$ cat config.mk
export PLATFORM = sky130hd
export DESIGN_NAME = cpu_countdown_timer
export DESIGN_NICKNAME = d
export VERILOG_FILES = /design/src/rtl/tmr_pkg.sv /design/src/rtl/tmr_prescale.sv /design/src/rtl/tmr_count_core.sv /design/src/rtl/tmr_event.sv /design/src/rtl/cpu_countdown_timer.sv
export SDC_FILE = /design/constraint.sdc
export NUM_CORES = 1
export LEC_CHECK = 0
export BUFFER_PORTS_ARGS = -buffer_cell sky130_fd_sc_hd__buf_4
export CAP_MARGIN = 20
export CELL_PAD_IN_SITES_DETAIL_PLACEMENT = 1
export CELL_PAD_IN_SITES_GLOBAL_PLACEMENT = 2
export CORE_MARGIN = 10
export CORE_UTILIZATION = 33
export CTS_CLUSTER_DIAMETER = 50
export CTS_CLUSTER_SIZE = 24
export DETAILED_ROUTE_END_ITERATION = 10
export PLACE_DENSITY = 0.87
export SYNTH_ARGS = -nofsm -noshare
export SYNTH_HDL_FRONTEND = slang
export SYNTH_SLANG_ARGS = --single-unit
$ cat constraint.sdc
create_clock -name clk_i -period 2.6 [get_ports clk_i]
set_clock_uncertainty 0.05 [all_clocks]
set_input_delay 0.39 -clock clk_i [delete_from_list [all_inputs] [get_ports clk_i]]
set_output_delay 0.39 -clock clk_i [all_outputs]
set_load 0.02 [all_outputs]
$ cat src/rtl/tmr_pkg.sv
package tmr_pkg;

    localparam int PRE_W       = 8;
    localparam int PRE_LSB     = 8;
    localparam int CTRL_EN_BIT = 0;
    localparam int CTRL_RL_BIT = 1;

    typedef enum logic [1:0] {
        SEL_RELOAD = 2'd0,
        SEL_COUNT  = 2'd1,
        SEL_CTRL   = 2'd2,
        SEL_FLAG   = 2'd3
    } reg_sel_e;

    typedef struct packed {
        logic [PRE_W-1:0] div;
        logic             reload;
        logic             en;
    } ctrl_t;

endpackage

$ cat src/rtl/tmr_prescale.sv
module tmr_prescale #(
    parameter int PRE_W = 8
) (
    input  logic             clk_i,
    input  logic             rst_ni,
    input  logic             run_i,
    input  logic             restart_i,
    input  logic [PRE_W-1:0] div_i,
    output logic             step_o
);

    typedef struct packed {
        logic [PRE_W-1:0] phase;
    } state_t;

    state_t st_d, st_q;

    always_comb begin
        st_d   = st_q;
        step_o = 1'b0;
        if (restart_i || !run_i) begin
            st_d.phase = '0;
        end else if (st_q.phase == div_i) begin
            step_o     = 1'b1;
            st_d.phase = '0;
        end else begin
            st_d.phase = st_q.phase + 1'b1;
        end
    end

    always_ff @(posedge clk_i or negedge rst_ni) begin
        if (!rst_ni) st_q <= '0;
        else         st_q <= st_d;
    end

endmodule

$ cat src/rtl/tmr_count_core.sv
module tmr_count_core
    import tmr_pkg::*;
#(
    parameter int DATA_W = 32
) (
    input  logic              clk_i,
    input  logic              rst_ni,
    input  logic              wr_reload_i,
    input  logic              wr_count_i,
    input  logic              wr_ctrl_i,
    input  logic [DATA_W-1:0] wdata_i,
    input  ctrl_t             ctrl_wdata_i,
    input  logic              step_i,
    output logic [DATA_W-1:0] reload_o,
    output logic [DATA_W-1:0] count_o,
    output ctrl_t             ctrl_o,
    output logic              run_o,
    output logic              expire_o
);

    typedef struct packed {
        logic [DATA_W-1:0] reload;
        logic [DATA_W-1:0] count;
        ctrl_t             ctrl;
    } state_t;

    state_t st_d, st_q;

    always_comb begin
        st_d     = st_q;
        expire_o = 1'b0;
        run_o    = st_q.ctrl.en && (st_q.count != '0);

        // The divider never steps on a cycle with a register write,
        // so the countdown and the writes below are exclusive.
        if (step_i && run_o) begin
            if (st_q.count == DATA_W'(1)) begin
                expire_o   = 1'b1;
                st_d.count = st_q.ctrl.reload ? st_q.reload : '0;
            end else begin
                st_d.count = st_q.count - 1'b1;
            end
        end

        if (wr_reload_i) begin
            st_d.reload = wdata_i;
            st_d.count  = wdata_i;
        end

        if (wr_count_i) begin
            st_d.count = wdata_i;
        end

        if (wr_ctrl_i) begin
            st_d.ctrl = ctrl_wdata_i;
            if (!st_q.ctrl.en && ctrl_wdata_i.en && ctrl_wdata_i.reload &&
                (st_q.count == '0)) begin
                st_d.count = st_q.reload;
            end
        end
    end

    always_ff @(posedge clk_i or negedge rst_ni) begin
        if (!rst_ni) st_q <= '0;
        else         st_q <= st_d;
    end

    assign reload_o = st_q.reload;
    assign count_o  = st_q.count;
    assign ctrl_o   = st_q.ctrl;

endmodule

$ cat src/rtl/tmr_event.sv
module tmr_event (
    input  logic clk_i,
    input  logic rst_ni,
    input  logic set_i,
    input  logic clr_i,
    output logic flag_o,
    output logic irq_o
);

    typedef struct packed {
        logic flag;
        logic irq;
    } state_t;

    state_t st_d, st_q;

    always_comb begin
        st_d      = st_q;
        // A new expiry outranks a clear on the same edge.
        st_d.flag = set_i | (st_q.flag & ~clr_i);
        st_d.irq  = st_d.flag & ~st_q.flag;
    end

    always_ff @(posedge clk_i or negedge rst_ni) begin
        if (!rst_ni) st_q <= '0;
        else         st_q <= st_d;
    end

    assign flag_o = st_q.flag;
    assign irq_o  = st_q.irq;

endmodule

$ cat src/rtl/cpu_countdown_timer.sv
module cpu_countdown_timer
    import tmr_pkg::*;
#(
    parameter int DATA_W = 32,
    parameter int ADDR_W = 8
) (
    input  logic              clk_i,
    input  logic              rst_ni,
    input  logic              wr_en_i,
    input  logic [ADDR_W-1:0] addr_i,
    input  logic [DATA_W-1:0] wdata_i,
    output logic [DATA_W-1:0] rdata_o,
    output logic              irq_o
);

    logic              upper_zero;
    logic              addr_hit;
    reg_sel_e          sel;
    logic              wr_reload, wr_count, wr_ctrl, wr_flag, wr_cnt_any;
    ctrl_t             ctrl_wdata, ctrl_q;
    logic [DATA_W-1:0] reload_q, count_q;
    logic              run, step, expire, flag_q;

    generate
        if (ADDR_W > 4) begin : g_wide_addr
            assign upper_zero = (addr_i[ADDR_W-1:4] == '0);
        end else begin : g_narrow_addr
            assign upper_zero = 1'b1;
        end
    endgenerate

    assign addr_hit   = upper_zero && (addr_i[1:0] == 2'b00);
    assign sel        = reg_sel_e'(addr_i[3:2]);
    assign wr_reload  = wr_en_i && addr_hit && (sel == SEL_RELOAD);
    assign wr_count   = wr_en_i && addr_hit && (sel == SEL_COUNT);
    assign wr_ctrl    = wr_en_i && addr_hit && (sel == SEL_CTRL);
    assign wr_flag    = wr_en_i && addr_hit && (sel == SEL_FLAG);
    assign wr_cnt_any = wr_reload | wr_count | wr_ctrl;

    assign ctrl_wdata.div    = wdata_i[PRE_LSB +: PRE_W];
    assign ctrl_wdata.reload = wdata_i[CTRL_RL_BIT];
    assign ctrl_wdata.en     = wdata_i[CTRL_EN_BIT];

    tmr_prescale #(.PRE_W(PRE_W)) u_prescale (
        .clk_i     (clk_i),
        .rst_ni    (rst_ni),
        .run_i     (run),
        .restart_i (wr_cnt_any),
        .div_i     (ctrl_q.div),
        .step_o    (step)
    );

    tmr_count_core #(.DATA_W(DATA_W)) u_core (
        .clk_i        (clk_i),
        .rst_ni       (rst_ni),
        .wr_reload_i  (wr_reload),
        .wr_count_i   (wr_count),
        .wr_ctrl_i    (wr_ctrl),
        .wdata_i      (wdata_i),
        .ctrl_wdata_i (ctrl_wdata),
        .step_i       (step),
        .reload_o     (reload_q),
        .count_o      (count_q),
        .ctrl_o       (ctrl_q),
        .run_o        (run),
        .expire_o     (expire)
    );

    tmr_event u_event (
        .clk_i  (clk_i),
        .rst_ni (rst_ni),
        .set_i  (expire),
        .clr_i  (wr_flag & wdata_i[0]),
        .flag_o (flag_q),
        .irq_o  (irq_o)
    );

    always_comb begin
        rdata_o = '0;
        if (addr_hit) begin
            unique case (sel)
                SEL_RELOAD: rdata_o = reload_q;
                SEL_COUNT:  rdata_o = run ? count_q : '0;
                SEL_CTRL: begin
                    rdata_o[PRE_LSB +: PRE_W] = ctrl_q.div;
                    rdata_o[CTRL_RL_BIT]      = ctrl_q.reload;
                    rdata_o[CTRL_EN_BIT]      = ctrl_q.en;
                end
                SEL_FLAG:   rdata_o[0] = flag_q;
                default:    rdata_o = '0;
            endcase
        end
    end

endmodule

# Word level (Yosys, flattened, before mapping)
# Cells that the tools add are included.
dict set report word_totals {
  reg_bits 84
  latchBits 0
  ramBits 0
  romBits 0
  n_memories 0
}
dict set report classes {
  n_addsub 2
  n_mul 0
  div_mod_pow 0
  n_lt_le_gt_ge 0
  eq_ne 5
  shift 0
  mux 20
  n_bitwise 8
  reduce_logical 19
}
# operator count
set ops {}
lappend ops {{2-to-1 mux 32 bit} 8}
lappend ops {{2-to-1 mux 42 bit} 1}
lappend ops {{equality test 32 x 1 -> 1 bit (second input constant)} 1}
lappend ops {{zero test 32 bit} 1}
lappend ops {{case mux 16 bit (2 select lines)} 1}
lappend ops {{nonzero test 32 bit} 1}
lappend ops {{subtractor 32 x 1 -> 32 bit (second input constant)} 1}
lappend ops {{case mux 8 bit (3 select lines)} 1}
lappend ops {{2-to-1 mux 8 bit} 2}
lappend ops {{case mux 6 bit (2 select lines)} 1}
lappend ops {{logical AND 1 bit} 11}
lappend ops {{adder 8 x 1 -> 8 bit (second input constant)} 1}
lappend ops {{equality test 8 bit} 1}
lappend ops {{equality test 2 bit (second input constant)} 2}
lappend ops {{zero test 2 bit} 2}
lappend ops {{zero test 4 bit} 1}
lappend ops {{2-to-1 mux 1 bit} 4}
lappend ops {{case mux 1 bit (4 select lines)} 1}
lappend ops {{bitwise AND 1 bit} 3}
lappend ops {{OR 1 bit} 3}
lappend ops {{case mux 1 bit (3 select lines)} 1}
lappend ops {{equality test 2 x 1 -> 1 bit (second input constant)} 1}
lappend ops {{zero test 1 bit} 2}
lappend ops {{inverter 1 bit} 2}
lappend ops {{logical OR 1 bit} 1}

# Longest topological paths before layout
# Gate-level depths: netlist of the first run.
dict set report depth {
  depth_word 14
  depth_mapped 10
  ltp_nobuf 8
}

# Hierarchy
# Synthesis of the first run repeated with hierarchy kept, for this count alone.
dict set report hier_totals {
  cells_unflattened 652
  area_unflattened_um2 5779.3
}
# mod instances cells_each area_per_inst_um2
set modules_own_cells {}
lappend modules_own_cells {tmr_count_core 1 497 4509.3}
lappend modules_own_cells {cpu_countdown_timer 1 103 681.9}
lappend modules_own_cells {tmr_prescale 1 47 520.5}
lappend modules_own_cells {tmr_event 1 5 67.6}

# Worst setup path before layout of the first run
# No wires, ideal clock.
dict set report synth_path {
  path_type {flip-flop to output port}
  startpoint {reg u_core.st_q (netlist bit u_core.count_o[0])}
  endpoint {out rdata_o[16]}
  arrival_ns 2.308
  required_time_ns 2.160
  setup_slack_ns -0.148
  stages_incl_launch_ff 10
  cell_sequence {dfrtp_1 inv_1 ha_1 nor3b_1 nand4_1 o31ai_4 nor3b_2 buf_2 a22oi_1 nor2_1}
}
dict set report synth_via {
  elab_chain_cells 5
}
# item line_no
set synth_lines {}
lappend synth_lines {{start: declaration} tmr_count_core.sv:27} ;# state_t st_d, st_q;
lappend synth_lines {{start signal: assignment} tmr_count_core.sv:65} ;# else st_q <= st_d;
lappend synth_lines {{nonzero test 32 bit} tmr_count_core.sv:32} ;# run_o = st_q.ctrl.en && (st_q.count != '0);
lappend synth_lines {{logical AND 1 bit} tmr_count_core.sv:32}
lappend synth_lines {{2-to-1 mux 32 bit} cpu_countdown_timer.sv:83} ;# SEL_COUNT: rdata_o = run ? count_q : '0;
lappend synth_lines {{case mux 16 bit (2 select lines)} cpu_countdown_timer.sv:81} ;# unique case (sel)
lappend synth_lines {{2-to-1 mux 32 bit} cpu_countdown_timer.sv:80} ;# if (addr_hit) begin
lappend synth_lines {{end: declaration} cpu_countdown_timer.sv:12} ;# output logic [DATA_W-1:0] rdata_o,
# Every way passes these cells.

# Final worst setup path of the first run
dict set report layout_path {
  startpoint {reg u_core.st_q (netlist bit u_core.count_o[1])}
  endpoint {out rdata_o[16]}
}
# Same word-level chain as after synthesis.

==> reports/results.ini, run 1 <==
[floorplanning]
die-area_um2=22900
start_util=0.340
die_h_um=151
pin_count=76
die_x_um=151
core_area_um2=16800
rows=47

[clock_network]
clk_pin_slew_worst_paths_ns=0.07
cts.sinks=84
cts_tree=done
numCtsBuffers=9
clk_latency_ns=0.36
h-tree-depth=3
cts-hold-fix-buffers=0
cts_buffer_depth=2
cts_root_buffer=clkbuf_16

[pwr]
fin_total_pwr_w=0.00538
cellLeakagePower_nw=3.23
ir_drop_mv=0.356
power_density_nw_per_um2=678

[worst_setup_path]
worst_path_max_delay_cell=dfrtp_1
cp.required_ns=2.16
cp-start-kind=flip-flop
cp_top_family=simple AND/OR/NAND/NOR gates
crit_arrival_ns=2.51
cpPeakStageDelay_ns=0.39
end_kind=primary output
cp_num_buf_inv=3
path_max_fanout=6
cp_cell_sequence=inv_2, ha_4, nor3b_4, nand4_1, o31ai_4, nor3b_4, buf_4, a22oi_2, nor2_4, buf_4
critPathKind=flip-flop to primary output

[placed_design]
dpl.hpwl_um=17300
io_buffers=75
place.gp.congestion=0.905
placedCellCount=959

[timing]
setup_slack_ns=-0.346
period_needed_ns=2.95
setup_viol=32
max_freq_mhz=339
tightestPinTransition_ns=0.781
hold_slack_ns=0.0362
maxSlewViolCount=0
fin_crit_sh=1.13
hold_violations=0
rsz0062_at_grt=yes
max_slew_margin=0.479

[synth]
yosysSeqAreaShare=0.369
synthArstFlopShare=1.00
netlist.area_leader.share=0.369
syn_nets=669
yosys-top-cells-area=dfrtp_1 37%, a22oi_1 5.1%, a22o_1 5.1%
avgSynthCellArea_um2=9.14
yosys_warnings=0
synth.most_common_cell=dfrtp_1
synth-xor-area-share=0.0338
synth_fa_ha_area_frac=0.00659
ys_top_cells_by_count=84 x dfrtp_1, 65 x nor2_1, 39 x a22oi_1
synth_top_family_by_area=compound AO/OA/AOI/OAI gates
synth_area_leader_cell=dfrtp_1
synth_compound_area_frac=0.274
synth_edf_count=0
ys.flop_type=dfrtp_1
netlist_area_um2=5700
ys_seq_elements=84
synth_cells=623
synthDistinctLibCells=71
synthMuxAreaShare=0.0534
synth-simple-area-share=0.217

[layout]
drive_gt1_frac=0.391
final_cells=989
area_growth_pct=39.4
antenna_cells=0
final_nets=810

[routing]
final_antenna_net_count=0
wl_um=24300
vias=6021
drt_iter0_markers=324
viasPerCell=6.09
drt_first_pass_iters=4
wl_per_cell_um=24.6
drcViolationCount=0

[hold_path]
min_path_type=input port to asynchronous set/reset pin

[global_routing]
grt_pass1_wl_um=37000
grt_use_total=0.208
grt_pass1_vias=6490
grt_max_degree=56
antenna_found_initial=0
gr-total-overflow=0

[flow_run]
drv_cap=0

[status]
violations=setup timing
status=complete, but fails checks

logic make-up after synthesis:
family,after synthesis
and+or+nand+nor,217
xor gates and xnor gates,22
buffers and inverters,62
DFF,84
muxes,29
AOI/OAI and AO/OA,206
adders and majority gates,3
area by class of cell:
cell class	instances	area (um^2)
sequential	84	2100
inverter	6	22.5
fill	1904	8820
tap	220	275
timing repair buffer	186	1560
clock inverter	5	61.3
clock buffer	11	243
multi-input combinational	477	3680
layer usage:
layer  share of wire  wire, um  vias up  track usage
li1                -         -     2714            -
met1            0.42     10100     3100        0.247
met2            0.52     12600      176        0.377
met3           0.049      1190       31       0.0361
met4           0.018       435        0       0.0539
met5               0         0        -            0
worst reg2reg max path, stage by stage, from the launching register on:
cell	delay (ns)
dfrtp_2	0.38
buf_4	0.16
ha_1	0.16
nor3b_1	0.35
nand4_2	0.19
nor3_4	0.30
buf_4	0.28
nor3_1	0.08
a2111oi_0	0.38
nor3_1	0.13
worst paths after layout:
kind	from	end	slack, ns	cells after the start
max	u_core.count_o[1]	rdata_o[16]	-0.35	10
max in group asynchronous	rst_ni	u_core.count_o[0]	1.76	2
min in group clk_i	wdata_i[6]	u_core.reload_o[6]	0.22	2
min	rst_ni	u_core.reload_o[30]	0.04	1
max reg2reg	u_core.count_o[0]	u_core.count_o[26]	0.01	9
min reg2reg	u_event.flag_o	u_event.irq_o	0.43	1
per-stage QoR:
step            util  instance area [um^2]  setup TNS [ns]  worst slack (ns)
2_1_floorplan      -                  5980         -0.0221          -0.00165
5_1_grt        0.474                  7940          -13.82            -0.457
6_report       0.474                  7940           -9.86            -0.346
4_1_cts        0.467                  7840           -8.15            -0.303
3_3_place_gp   0.438                  7350         -0.0217           -0.0217
3_5_place_dp   0.438                  7350          -0.708           -0.0941
layout by cell type, fill, tap and decap left out, drive strengths merged, types with 18 or more instances in the layout:
cell,count
buf,185
a22o,33
nand2,33
dfrtp,84
nor4,18
nor3,24
a21oi,29
mux2i,18
nor2,65
nand3,21
a22oi,39
flip-flops by register name, indices dropped and copies added (netlist names):
signal	cells
u_core.ctrl_o	10
u_event.irq_o	1
u_core.count_o	32
u_event.flag_o	1
u_core.reload_o	32
u_prescale.st_q	8
report_power, final:
part	leakage [nW]	switching [W]	total, W	internal (W)
Combinational	1.98	0.00119	0.00225	0.00106
Clock	0.150	0.000583	0.00136	0.000775
Sequential	1.09	0.000275	0.00177	0.00150
Total	3.23	0.00205	0.00538	0.00333
timing repair:
action	in CTS	in global routing
gates resized for setup	30	11
pin swaps	10	23
cloned	1	1
setup buffers	5	10
endpoints found under the setup margin	38	46
Note: power is estimated with default switching activity, not from simulation.
==> run 2, diff against run 1 <==
--- a/config.mk
+++ b/config.mk
@@ -15,6 +15,7 @@
 export CTS_CLUSTER_SIZE = 24
 export DETAILED_ROUTE_END_ITERATION = 10
 export PLACE_DENSITY = 0.87
+export SKIP_CTS_REPAIR_TIMING = 1
 export SYNTH_ARGS = -nofsm -noshare
 export SYNTH_HDL_FRONTEND = slang
 export SYNTH_SLANG_ARGS = --single-unit
==> reports/results.ini, run 2 (synthesis gave the netlist of run 1 again) <==
[status]
status=complete, but fails checks
violations=setup timing

[placed_design]
dpl.hpwl_um=17300  ; unchanged
place.gp.congestion=0.905  ; unchanged
io_buffers=75  ; unchanged
placedCellCount=959  ; unchanged
post-place-ws_ns=-0.0941  ; unchanged

[layout]
final_nets=806  ; -0.49%
drive_gt1_frac=0.397  ; +0.00597
final_cell_mix=154 x buf_4, 83 x dfrtp_1, 41 x nor2_1
multi_input_area_um2=3690  ; +0.34%
antenna_cells=0  ; unchanged
nFillCells=1904  ; unchanged
final_cells=985  ; -0.40%
final_common_cell=buf_4
seq_area_um2=2100  ; unchanged
area_growth_pct=39.2

[global_routing]
grt_use_total=0.205  ; -0.00344
top_usage_layer=met2
grt_max_degree=56  ; unchanged
grt_pass1_wl_um=36400  ; -1.7%
antenna_found_initial=0  ; unchanged
met3_usage=0.0400  ; +0.00388
use_met1=0.239  ; -0.00755
grt.met2_usage=0.368  ; -0.00983
grt_pass1_vias=6401  ; -1.4%
gr-total-overflow=0  ; unchanged

[pwr]
power_density_nw_per_um2=666  ; -1.7%
ir_drop_mv=0.407  ; +14%
p_sw_w=0.00203  ; -1.2%
seqPwrFrac=0.336  ; +0.007
clockPowerShare=0.255  ; +0.003
cellLeakagePower_nw=3.20  ; -0.86%
switching_share=0.384  ; +0.00266
internal_power_w=0.00326  ; -2.3%
pwr-share-comb=0.408  ; -0.011

[worst_setup_path]
cp_cell_sequence=nor4_4, buf_4, nand2_2, o31ai_4, nor3b_4, clkbuf_16, a21oi_1, nor2_1, buf_4
cp_top_family=simple AND/OR/NAND/NOR gates
cp.required_ns=2.16  ; about the same
r2r_cells=8  ; -1
path_max_fanout=13  ; +7
cp_num_buf_inv=3  ; unchanged
r2r_slack_ns=0.09  ; +0.08 ns
crit_arrival_ns=2.50  ; about the same
crit_top_cell=buf_4
cpPeakStageDelay_ns=0.42  ; +0.03 ns
timing.rr.end=u_core.count_o[22]
end_kind=primary output
cp-start-kind=flip-flop
r2r_start=u_core.count_o[6]
critPathKind=flip-flop to primary output
worst_path_max_delay_cell=dfrtp_1

[clock_network]
numCtsBuffers=9  ; unchanged
cts_root_buffer=clkbuf_16
cts.sinks=84  ; unchanged
cts_tree=done
clk_latency_ns=0.36  ; about the same
h-tree-depth=3  ; unchanged
cts_buffer_depth=2  ; unchanged
clk_pin_slew_worst_paths_ns=0.07  ; about the same

[timing]
maxSlewViolCount=0  ; unchanged
period_needed_ns=2.94  ; -0.00257 ns
rsz0062_at_grt=yes
fin_crit_sh=1.13  ; about the same
setup_slack_ns=-0.344  ; +0.00257 ns
setup_viol=32  ; unchanged
max_slew_margin=0.476  ; -0.00339
tightestPinTransition_ns=0.787  ; +0.00508 ns
max_freq_mhz=340  ; about the same
hold_violations=0  ; unchanged

[hold_path]
min_path_type=input port to asynchronous set/reset pin

[routing]
drt_first_pass_iters=5  ; +1
vias=6025  ; +0.066%
wl_per_cell_um=24.4  ; -1.0%
final_antenna_net_count=0  ; unchanged
wl_um=24000  ; -1.4%
drcViolationCount=0  ; unchanged
drt_iter0_markers=326  ; +0.62%
viasPerCell=6.12  ; +0.47%

[floorplanning]
rows=47  ; unchanged
start_util=0.340  ; unchanged
die-area_um2=22900  ; unchanged
core_area_um2=16800  ; unchanged
pin_count=76  ; unchanged
die_h_um=151  ; unchanged
die_x_um=151  ; unchanged

[flow_run]
drv_cap=0  ; unchanged

## run 2: how the worst max path moves through the flow
stage	startpoint	endpoint	slack, ns	depth (start not counted)
floorplan	u_core.count_o[1]	rdata_o[19]	-0.002	9
global placement	u_core.count_o[0]	u_core.count_o[0]	-0.02	8
detailed placement	u_core.count_o[0]	u_core.count_o[0]	-0.09	8
CTS	u_core.count_o[0]	rdata_o[0]	-0.45	10
global route	u_core.count_o[9]	rdata_o[26]	-0.44	9
finish	u_core.count_o[9]	rdata_o[8]	-0.34	9
## run 2: worst reg2reg max path, cell delays in order, from the launching register on
cell,delay (ns)
dfrtp_1,0.43
buf_4,0.18
or4_1,0.63
nor2_1,0.17
buf_4,0.19
nand4_1,0.10
a2111oi_0,0.40
a21oi_1,0.10
o221a_2,0.15
## run 2: area by class of cell
cell class | instances | share of cell area
inverters | 6 | 0.00284
flip-flops and latches | 84 | 0.265
multi-input cells | 477 | 0.466
repair buffers | 182 | 0.193
clock buffers | 11 | 0.0306
well taps | 220 | 0.0347
clock inverters | 5 | 0.00773
## run 2: power by group through the flow
stage               Clock [W]  Combinational, W  Sequential [W]
finish                0.00135           0.00216         0.00178
global placement            0           0.00196         0.00177
detailed placement          0           0.00203         0.00179
CTS                   0.00137           0.00205         0.00177
global route          0.00141           0.00230         0.00180
floorplan                   0           0.00116         0.00174
## run 2: per-stage QoR
stage	hold WS (ns)	TNS (ns)	area, um^2	total power (W)	util
final	0.0465	-9.74	7930	0.00528	0.473
after global routing	0.100	-13.15	7930	0.00552	0.473
after CTS	0.107	-13.08	7650	0.00518	0.457
after detailed placement	0.423	-0.708	7350	0.00381	0.438
after global placement	0.402	-0.0217	7350	0.00373	0.438
after floorplan	0.0444	-0.0221	5980	0.00289	-
## run 2: metal layers
| layer | vias to the layer above | part of all wire |
|---|---|---|
| met5 | - | 0 |
| li1 | 2700 | - |
| met1 | 3116 | 0.42 |
| met2 | 169 | 0.51 |
| met4 | 0 | 0.024 |
| met3 | 40 | 0.046 |
==> run 3, diff against run 2 <==
--- a/config.mk
+++ b/config.mk
@@ -5,7 +5,7 @@
 export SDC_FILE = /design/constraint.sdc
 export NUM_CORES = 1
 export LEC_CHECK = 0
-export BUFFER_PORTS_ARGS = -buffer_cell sky130_fd_sc_hd__buf_4
+export BUFFER_PORTS_ARGS = -buffer_cell sky130_fd_sc_hd__buf_2
 export CAP_MARGIN = 20
 export CELL_PAD_IN_SITES_DETAIL_PLACEMENT = 1
 export CELL_PAD_IN_SITES_GLOBAL_PLACEMENT = 2
@@ -16,6 +16,7 @@
 export DETAILED_ROUTE_END_ITERATION = 10
 export PLACE_DENSITY = 0.87
 export SKIP_CTS_REPAIR_TIMING = 1
+export SLEW_MARGIN = 20
 export SYNTH_ARGS = -nofsm -noshare
 export SYNTH_HDL_FRONTEND = slang
 export SYNTH_SLANG_ARGS = --single-unit
==> reports/results.ini, run 3 (synthesis gave the netlist of run 1 again) <==
[routing]
drcViolationCount=0  ; unchanged
final_antenna_net_count=0  ; unchanged
viasPerCell=6.08  ; -0.64%
vias=5956  ; -1.1%
wl_per_cell_um=23.7  ; -2.8%
drt_first_pass_iters=5  ; unchanged
wl_um=23200  ; -3.3%
drt_iter0_markers=498  ; +53%

[layout]
final_nets=801  ; -0.62%
antenna_cells=0  ; unchanged
final_common_cell=buf_4
drive_gt1_frac=0.389  ; -0.00791
nFillCells=1933  ; +1.5%
area_growth_pct=35.4
final_cell_mix=95 x buf_4, 83 x dfrtp_1, 58 x buf_2
final_util=0.460  ; -0.0128

[pwr]
pwr-share-comb=0.417  ; +0.009
switching_share=0.393  ; +0.00890
p_sw_w=0.00203  ; about the same
seqPwrFrac=0.343  ; +0.007
internal_power_w=0.00313  ; -3.7%
cellLeakagePower_nw=3.11  ; -2.8%
clockPowerShare=0.240  ; -0.015
ir_drop_mv=0.347  ; -15%
power_density_nw_per_um2=669  ; +0.38%

[global_routing]
gr-total-overflow=0  ; unchanged
grt_max_degree=47  ; -16%
met3_usage=0.0328  ; -0.00716
top_usage_layer=met2
grt_pass1_vias=6471  ; +1.1%
grt_pass1_wl_um=36500  ; +0.23%
antenna_found_initial=0  ; unchanged
grt_use_total=0.203  ; -0.00176
use_met1=0.256  ; +0.0162
grt.met2_usage=0.335  ; -0.0321

[clock_network]
cts_buffer_depth=2  ; unchanged
cts_tree=done
cts_root_buffer=clkbuf_16
clk_pin_slew_worst_paths_ns=0.07  ; about the same
h-tree-depth=3  ; unchanged
numCtsBuffers=9  ; unchanged
clk_latency_ns=0.36  ; about the same
cts.sinks=84  ; unchanged

[timing]
hold_violations=0  ; unchanged
max_freq_mhz=335  ; -1.4%
rsz0062_at_grt=yes
tightestPinTransition_ns=0.604  ; -0.183 ns
setup_slack_ns=-0.387  ; -0.0431 ns
setup_viol=32  ; unchanged
tns_ns=-11.10  ; -1.37 ns
maxSlewViolCount=0  ; unchanged
period_needed_ns=2.99  ; +0.0431 ns
max_slew_margin=0.596  ; +0.121
fin_crit_sh=1.15  ; +0.0166

[flow_run]
drv_cap=0  ; unchanged

[worst_setup_path]
path_max_fanout=10  ; -3
cp_num_buf_inv=2  ; -1
cp-start-kind=flip-flop
cpPeakStageDelay_ns=0.47  ; +0.05 ns
cp_cell_sequence=nor4_4, nand4_1, o31ai_4, nor3b_4, buf_4, a22oi_2, nor2_4, buf_2
crit_start=u_core.count_o[19]
worst_path_max_delay_cell=nor4_4
crit_arrival_ns=2.55  ; +0.05 ns
r2r_start=u_core.count_o[19]
end_kind=primary output
cp_top_family=simple AND/OR/NAND/NOR gates
critPathKind=flip-flop to primary output
cp.required_ns=2.16  ; about the same

[floorplanning]
pin_count=76  ; unchanged
die_h_um=151  ; unchanged
die_x_um=151  ; unchanged
start_util=0.340  ; unchanged
core_area_um2=16800  ; unchanged
rows=47  ; unchanged
die-area_um2=22900  ; unchanged

[placed_design]
dpl.hpwl_um=17100  ; -1.4%
io_buffers=75  ; unchanged
place.gp.congestion=0.955  ; +5.5%

[hold_path]
hp-start=wdata_i[21]
min_path_type=input port to flip-flop

[status]
status=complete, but fails checks
violations=setup timing

-- run 3: cell count changes in the layout (fill, tap and decap cells not counted), moves of 2 or more --
cell / previous run / this run
a211oi_1: 5 / 7
a211oi_2: 3 / 1
buf_12: 5 / 7
buf_2: 0 / 58
buf_4: 154 / 95
buf_6: 22 / 16
clkinvlp_4: 0 / 2
-- run 3: worst paths after layout --
path | to | cells past startpoint | slack (ns)
min reg2reg | u_event.irq_o | 1 | 0.44
max reg2reg | u_core.count_o[17] | 8 | 0.02
max | rdata_o[6] | 8 | -0.39
min | u_core.reload_o[21] | 2 | 0.23
min in group asynchronous | u_core.reload_o[27] | 2 | 0.50
max in group asynchronous | u_core.count_o[14] | 3 | 1.34
-- run 3: final cells by class --
class	count	area (um^2)	area share
inverters	6	22.5	0.00292
clock inverters	7	51.3	0.00665
repair buffers	177	1330	0.173
clock buffers	9	225	0.0292
flip-flops and latches	84	2100	0.273
multi-input cells	477	3700	0.480
well taps	220	275	0.0357
-- run 3: per-stage QoR --
step                instance area [um^2]  hold WS (ns)  instances  setup slack (ns)  power [W]
finish                              7710         0.226        980            -0.387    0.00516
global route                        7710         0.227        980            -0.466    0.00543
CTS                                 7440       -0.0284        972            -0.508    0.00507
detailed placement                  7170         0.357        956           -0.0609    0.00381
global placement                    7170         0.355        956          -0.00190    0.00373
floorplan                           5980        0.0444        623          -0.00165    0.00289
-- run 3: per-layer routing --
| metal | wire length [um] | part of all wire | vias up |
|---|---|---|---|
| met5 | 0 | 0 | - |
| met4 | 631 | 0.027 | 0 |
| met3 | 1210 | 0.052 | 50 |
| met2 | 11500 | 0.50 | 207 |
| met1 | 9820 | 0.42 | 3010 |
| li1 | - | - | 2689 |
-- run 3: worst reg2reg max path, delay by kind of cell (launching register included) --
family / cells / cell delay [ns]
compound gates: 3 / 0.71
flops: 1 / 0.41
buf+inv: 2 / 0.45
simple gates: 3 / 0.86
-- run 3: power groups by stage --
| stage | registers, W | logic (W) | clock network, W |
|---|---|---|---|
| global route | 0.00180 | 0.00231 | 0.00133 |
| global placement | 0.00176 | 0.00197 | 0 |
| finish | 0.00177 | 0.00215 | 0.00124 |
| detailed placement | 0.00178 | 0.00203 | 0 |
| CTS | 0.00176 | 0.00205 | 0.00126 |
| floorplan | 0.00174 | 0.00116 | 0 |
